<file path="src/rtl/pcnu_pkg.sv">
package pcnu_pkg;

    // Flow kind selected by the opcode decode
    typedef enum logic [1:0] {
        FLOW_SEQ = 2'd0,
        FLOW_BEQ = 2'd1,
        FLOW_BNE = 2'd2,
        FLOW_JMP = 2'd3
    } flow_e;

    localparam int unsigned OP_W_DEF    = 6;
    localparam logic [5:0]  OPC_JMP_DEF = 6'h02;
    localparam logic [5:0]  OPC_BEQ_DEF = 6'h04;
    localparam logic [5:0]  OPC_BNE_DEF = 6'h05;

endpackage

</file>
<file path="src/rtl/pcnu_decode.sv">
module pcnu_decode
    import pcnu_pkg::*;
#(
    parameter int unsigned  INSN_W  = 32,
    parameter int unsigned  OP_W    = OP_W_DEF,
    parameter int unsigned  IMM_W   = 16,
    parameter int unsigned  JADDR_W = 26,
    parameter logic [OP_W-1:0] OPC_JMP = OPC_JMP_DEF,
    parameter logic [OP_W-1:0] OPC_BEQ = OPC_BEQ_DEF,
    parameter logic [OP_W-1:0] OPC_BNE = OPC_BNE_DEF
) (
    input  logic [INSN_W-1:0]  insn,
    output flow_e              kind,
    output logic [IMM_W-1:0]   offset,
    output logic [JADDR_W-1:0] jfield
);

    logic [OP_W-1:0] opcode;

    assign opcode = insn[INSN_W-1 -: OP_W];
    assign offset = insn[IMM_W-1:0];
    assign jfield = insn[JADDR_W-1:0];

    always_comb begin
        unique case (opcode)
            OPC_BEQ: kind = FLOW_BEQ;
            OPC_BNE: kind = FLOW_BNE;
            OPC_JMP: kind = FLOW_JMP;
            default: kind = FLOW_SEQ;
        endcase
    end

endmodule

</file>
<file path="src/rtl/pcnu_target.sv">
module pcnu_target #(
    parameter int unsigned ADDR_W  = 32,
    parameter int unsigned IMM_W   = 16,
    parameter int unsigned JADDR_W = 26,
    parameter int unsigned ALIGN_W = 2
) (
    input  logic [ADDR_W-1:0]  pc,
    input  logic [IMM_W-1:0]   offset,
    input  logic [JADDR_W-1:0] jfield,
    output logic [ADDR_W-1:0]  pc_inc,
    output logic [ADDR_W-1:0]  br_tgt,
    output logic [ADDR_W-1:0]  jmp_tgt
);

    localparam int unsigned SEXT_W   = ADDR_W - IMM_W - ALIGN_W;
    localparam int unsigned REGION_W = ADDR_W - JADDR_W - ALIGN_W;
    localparam logic [ADDR_W-1:0] STEP = ADDR_W'(1) << ALIGN_W;

    logic [ADDR_W-1:0] disp;

    assign pc_inc = pc + STEP;
    assign disp   = {{SEXT_W{offset[IMM_W-1]}}, offset, {ALIGN_W{1'b0}}};
    assign br_tgt = pc_inc + disp;

    generate
        if (REGION_W > 0) begin : g_region
            assign jmp_tgt = {pc_inc[ADDR_W-1 -: REGION_W], jfield, {ALIGN_W{1'b0}}};
        end else begin : g_flat
            assign jmp_tgt = {jfield[ADDR_W-ALIGN_W-1:0], {ALIGN_W{1'b0}}};
        end
    endgenerate

endmodule

</file>
<file path="src/rtl/nxpc_unit.sv">
module nxpc_unit
    import pcnu_pkg::*;
#(
    parameter int unsigned ADDR_W  = 32,
    parameter int unsigned OP_W    = OP_W_DEF,
    parameter int unsigned IMM_W   = 16,
    parameter int unsigned JADDR_W = 26,
    parameter int unsigned ALIGN_W = 2,
    parameter logic [ADDR_W-1:0] RESET_PC = '0
) (
    input  logic              clk,
    input  logic              rst,
    input  logic              en,
    input  logic [ADDR_W-1:0] insn,
    input  logic [ADDR_W-1:0] opnd_a,
    input  logic [ADDR_W-1:0] opnd_b,
    output logic [ADDR_W-1:0] pc,
    output logic [ADDR_W-1:0] pc_inc,
    output logic [ADDR_W-1:0] pc_next,
    output logic              taken
);

    localparam int unsigned REGION_W = ADDR_W - JADDR_W - ALIGN_W;

    flow_e              kind;
    logic [IMM_W-1:0]   offset;
    logic [JADDR_W-1:0] jfield;
    logic [ADDR_W-1:0]  br_tgt;
    logic [ADDR_W-1:0]  jmp_tgt;
    logic               same;
    logic [ADDR_W-1:0]  pc_q;

    pcnu_decode #(
        .INSN_W  (ADDR_W),
        .OP_W    (OP_W),
        .IMM_W   (IMM_W),
        .JADDR_W (JADDR_W)
    ) u_dec (
        .insn   (insn),
        .kind   (kind),
        .offset (offset),
        .jfield (jfield)
    );

    pcnu_target #(
        .ADDR_W  (ADDR_W),
        .IMM_W   (IMM_W),
        .JADDR_W (JADDR_W),
        .ALIGN_W (ALIGN_W)
    ) u_tgt (
        .pc      (pc_q),
        .offset  (offset),
        .jfield  (jfield),
        .pc_inc  (pc_inc),
        .br_tgt  (br_tgt),
        .jmp_tgt (jmp_tgt)
    );

    assign same = (opnd_a == opnd_b);

    // Output process: next-address selection per flow kind
    always_comb begin
        unique case (kind)
            FLOW_BEQ: begin
                taken   = same;
                pc_next = same ? br_tgt : pc_inc;
            end
            FLOW_BNE: begin
                taken   = !same;
                pc_next = same ? pc_inc : br_tgt;
            end
            FLOW_JMP: begin
                taken   = 1'b1;
                pc_next = jmp_tgt;
            end
            default: begin
                taken   = 1'b0;
                pc_next = pc_inc;
            end
        endcase
    end

    // State process: the program counter register
    always_ff @(posedge clk) begin
        if (rst) begin
            pc_q <= RESET_PC;
        end else if (en) begin
            pc_q <= pc_next;
        end
    end

    assign pc = pc_q;

    // Becomes 1 once a reset edge has been seen
    logic armed;
    always_ff @(posedge clk) begin
        if (rst) begin
            armed <= 1'b1;
        end
    end

    AST_RESET_LOADS_ZERO: assert property (@(posedge clk) disable iff (rst)
        $past(rst) |-> (pc == RESET_PC));

    AST_IDLE_HOLDS: assert property (@(posedge clk) disable iff (rst)
        (armed && !$past(rst) && !$past(en)) |-> (pc == $past(pc)));

    AST_SEQ_ADVANCE: assert property (@(posedge clk) disable iff (rst)
        (armed && !$past(rst) && $past(en) && !$past(taken))
            |-> (pc == $past(pc) + (ADDR_W'(1) << ALIGN_W)));

    AST_NO_TAKE_SEQ: assert property (@(posedge clk) disable iff (rst)
        (armed && !taken) |-> (pc_next == pc_inc));

    AST_BRANCH_OPERANDS: assert property (@(posedge clk) disable iff (rst)
        (armed && kind == FLOW_BEQ && taken) |-> (opnd_a == opnd_b));

    AST_JUMP_REGION: assert property (@(posedge clk) disable iff (rst)
        (armed && kind == FLOW_JMP)
            |-> (taken && pc_next[ADDR_W-1 -: REGION_W] == pc_inc[ADDR_W-1 -: REGION_W]));

endmodule

</file>
<file path="config.mk">
export PLATFORM = sky130hd
export DESIGN_NAME = nxpc_unit
export DESIGN_NICKNAME = d
export VERILOG_FILES = /design/src/rtl/pcnu_pkg.sv /design/src/rtl/pcnu_decode.sv /design/src/rtl/pcnu_target.sv /design/src/rtl/nxpc_unit.sv
export SDC_FILE = /design/constraint.sdc
export NUM_CORES = 1
export LEC_CHECK = 0
export ABC_AREA = 1
export ABC_CLOCK_PERIOD_IN_PS = 8050
export CAP_MARGIN = 20
export CORE_MARGIN = 1
export CORE_UTILIZATION = 50
export CTS_CLUSTER_SIZE = 14
export DETAILED_ROUTE_END_ITERATION = 16
export HOLD_SLACK_MARGIN = 0.15
export PLACE_DENSITY = 0.95
export REMOVE_ABC_BUFFERS = 1
export SLEW_MARGIN = 20
export SYNTH_ARGS = -nofsm -noshare
export SYNTH_HDL_FRONTEND = slang
export SYNTH_SLANG_ARGS = --single-unit
</file>
<file path="constraint.sdc">
create_clock -name clk -period 8.05 [get_ports clk]
set_input_delay 1.61 -clock clk [delete_from_list [all_inputs] [get_ports clk]]
set_output_delay 1.61 -clock clk [all_outputs]
set_load 0.02 [all_outputs]
</file>
==> implementation parameters <==
Parameter                              Value

Status
  Result of the run ... complete, no violations

Power and ir drop
  Switching share of power ... 0.414
  Power spent charging and discharging nets ... 337 uW
  Fraction of power consumed by sequential logic ... 0.227
  Gate power share ... 0.538
  Leakage power summed over all cells ... 0.00421 uW
  Part of the total power dissipated in the clock network ... 0.235
  Worst vdd ir ... 151 uV
  Internal power ... 476 uW
  PwrDens ... 104 nW/um^2

CTS
  TritonCTS Buffers ... 5
  Number of levels in the clock H-tree ... 2
  TritonCTS clock tree ... done
  Max Buffers Root-to-Sink ... 2
  Clock root buffer master ... sky130_fd_sc_hd__clkbuf_16
  Post-CTS setup buffer count ... 0
  Number of resized instances in the post-cts repair step ... 0
  Later-pin clock latency in the skew report ... 0.28 ns
  Clock slew at reported path FFs ... 0.05 ns
  TritonCTS Sinks ... 32
  Count of hold-fix buffers inserted at cts ... 0

Drt
  Vias per cell ... 5.23
  Number of nets still failing antenna checks after routing ... 0
  Average wire per standard cell ... 15.3 um
  Starting DRT DRC Count ... 647
  DRC violations left ... 0
  Via count ... 7,378
  Total routed wirelength ... 21,500 um
  DR pass1 iterations ... 6

Min path
  Hold Crit Start ... pc[0]
  Hold crit path type ... register to register
  End point of the worst hold path ... pc[0]
  Hold path cells ... 2

Placement
  Number of buffers inserted by port buffering ... 195
  HPWL after DPL ... 18,000 um
  Final weighted congestion in routability-driven placement ... 1.03

Global routing
  GRT Util Overall ... 0.368
  Via count of the first global-routing pass ... 6,826
  Largest net degree at the start of global routing ... 37
  Wire length of the first global-routing pass ... 33,300 um
  Total overflow reported by the global router ... 0
  Initial antenna violation count ... 1

Critical path
  Required time of the critical path ... 6.44 ns
  Largest stage delay, worst path ... 1.01 ns
  Maximum fanout count along the critical path ... 21
  Critical path launch point type ... primary input
  Critical-path cell list ... clkdlybuf4s50_1, ha_1, nand2_1, inv_1, nand2_1, nand2_1, a21oi_1, nor2_1, nor2_1, nand2_1, nand2_1, nand3_1, nand2_1, clkdlybuf4s50_1
  Worst reg2reg endpoint ... pc[29]
  Arrival time of data at the critical path endpoint ... 4.88 ns
  Worst Setup End Kind ... primary output
  Slowest cell on the critical path ... sky130_fd_sc_hd__clkdlybuf4s50_1
  Worst Reg-to-Reg Cells ... 19
  Most common cell type on the critical path ... sky130_fd_sc_hd__nand2_1
  Type of the worst setup path ... primary input to primary output
  Reg-to-Reg Start ... pc[3]
  Worst reg2reg setup slack ... 4.45 ns

STA
  Worst hold slack ... 0.491 ns
  Hold Violations, Final ... 0
  Unrepaired setup endpoints after global routing ... no
  Post-route clock period utilization ... 0.807
  Setup TNS ... 0 ns
  Clk_skew ... 0.00649 ns
  Slew Limit Headroom ... 0.441
  Maximum clock rate ... 0.154 GHz
  Endpoints failing setup ... 0
  Shortest clock period the worst path allows after layout ... 6.49 ns
  Final max-slew violation count ... 0
  Slew @ Worst Pin ... 0.833 ns

Synthesis
  Combined area of all synthesized cells ... 5670 um^2
  Post-synthesis register bit count ... 32
  Warnings, synthesis ... 0
  Cell count after synthesis ... 1,084
  Proportion of synthesized chip area in sequential cells ... 0.113
  Per-instance average area after synthesis ... 5.23 um^2
  Number of distinct library cell variants in the gate-level netlist after synthesis ... 37

Final layout
  Proportion of layout cells with a drive suffix above 1 ... 0.0331
  Fillcell total ... 974
  Area of combinational cells with multiple inputs ... 4170 um^2
  Core utilization of the finished layout ... 0.718
  Area growth from synthesis to layout ... 38.5%
  Flip-flop count of the largest register after layout ... 32
  Sequential cell area in the final layout ... 641 um^2
  Nets ... 1,404
  Antenna diode count ... 0

Floorplan
  Area of the die ... 11,800 um^2
  Cell row count ... 38
  Effective utilization at floorplan ... 0.518
  DIE WIDTH ... 108 um
  Die Y-Extent ... 108 um
  Area of the core ... 10,900 um^2
  I/O pin count ... 196

Flow run
  MaxCap Viol Count ... 0
==> worst max-delay path by stage <==
| stage | cells past startpoint | start | slack [ns] | to |
|---|---|---|---|---|
| after floorplan | 14 | insn[0] | 3.25 | pc_next[30] |
| after global placement | 13 | insn[15] | 1.68 | pc_next[21] |
| after detailed placement | 14 | insn[15] | 1.63 | pc_next[29] |
| after CTS | 14 | insn[15] | 1.62 | pc_next[29] |
| after global routing | 14 | insn[15] | 1.36 | pc_next[29] |
| final | 14 | insn[15] | 1.56 | pc_next[29] |
==> cell families (layout without fill, tap and decap cells) <==
logic type               after synthesis  after routing  share of synthesized area
AND/OR/NAND/NOR                      703            703                      0.536
buffers and inverters                218            404                      0.150
XOR/XNOR                              50             50                     0.0799
AO/OA/AOI/OAI                         45             45                     0.0402
adder cells (fa/ha/maj)               36             36                     0.0808
flip-flops                            32             32                      0.113
==> power by group through the flow <==
stage	clock, uW	combinational, uW	sequential [uW]
3_3_place_gp	0	421	187
3_5_place_dp	0	427	187
6_report	191	437	185
5_1_grt	195	476	186
2_1_floorplan	0	229	196
4_1_cts	190	429	184
==> cell type report <==
cell class              count  area share
clock buffers               8      0.0187
repair buffers            196       0.250
multi-input cells         834       0.532
flip-flops and latches     32      0.0816
well taps                 140      0.0223
inverters                 200      0.0957
==> metal layers <==
metal,track usage,wire (um)
met1,0.490,8860
met2,0.600,9740
met3,0.0392,2090
met4,0.158,835
met5,0,0
==> cells in the mapped netlist, drive strengths merged <==
cell type / instances / area, um^2
a21o: 1 / 7.51
a21oi: 25 / 125
and2: 1 / 6.26
and3: 1 / 6.26
buf: 12 / 77.6
clkbuf: 6 / 22.5
clkinv: 4 / 15.0
dfxtp: 32 / 641
fa: 1 / 20.0
ha: 35 / 438
inv: 196 / 736
nand2: 436 / 1670
nand3: 97 / 505
nand3b: 10 / 87.6
nand4: 21 / 131
nor2: 128 / 557
nor3: 8 / 66.3
o21ai: 19 / 95.1
or2: 1 / 6.26
xnor2: 22 / 200
xor2: 28 / 253
==> stage by stage <==
| step | setup slack, ns | std cells | total power (uW) | area [um^2] |
|---|---|---|---|---|
| finish | 1.56 | 1410 | 814 | 7850 |
| global route | 1.36 | 1410 | 857 | 7850 |
| CTS | 1.62 | 1410 | 803 | 7850 |
| detailed placement | 1.63 | 1402 | 614 | 7700 |
| global placement | 1.68 | 1402 | 607 | 7700 |
| floorplan | 3.25 | 1066 | 425 | 5570 |
==> critical path: cells and delay by family <==
family	cells	cell delay (ns)
buf+inv	3	1.69
simple gates	9	0.86
fa+ha+maj	1	0.41
compound gates	1	0.29
==> cells in the final DEF (no fill, tap or decap), types with 2 or more instances in the layout <==
| cell | count |
|---|---|
| sky130_fd_sc_hd__nor2_1 | 117 |
| sky130_fd_sc_hd__clkbuf_16 | 5 |
| sky130_fd_sc_hd__clkinv_1 | 4 |
| sky130_fd_sc_hd__a21oi_1 | 25 |
| sky130_fd_sc_hd__nor3_2 | 3 |
| sky130_fd_sc_hd__o21ai_1 | 2 |
| sky130_fd_sc_hd__nand2_1 | 425 |
| sky130_fd_sc_hd__o21ai_0 | 17 |
| sky130_fd_sc_hd__nand3_2 | 4 |
| sky130_fd_sc_hd__ha_1 | 35 |
| sky130_fd_sc_hd__inv_1 | 194 |
| sky130_fd_sc_hd__xor2_1 | 27 |
| sky130_fd_sc_hd__nor2_4 | 7 |
| sky130_fd_sc_hd__nand3_1 | 93 |
| sky130_fd_sc_hd__inv_2 | 2 |
| sky130_fd_sc_hd__nand2_2 | 10 |
| sky130_fd_sc_hd__nor2_2 | 3 |
| sky130_fd_sc_hd__clkdlybuf4s50_1 | 195 |
| sky130_fd_sc_hd__xnor2_1 | 21 |
| sky130_fd_sc_hd__nand3b_1 | 9 |
| sky130_fd_sc_hd__dfxtp_1 | 32 |
| sky130_fd_sc_hd__nand4_1 | 21 |
| sky130_fd_sc_hd__nor3_1 | 4 |
| sky130_fd_sc_hd__clkbuf_1 | 2 |
Power figures use the tool's default switching activity.
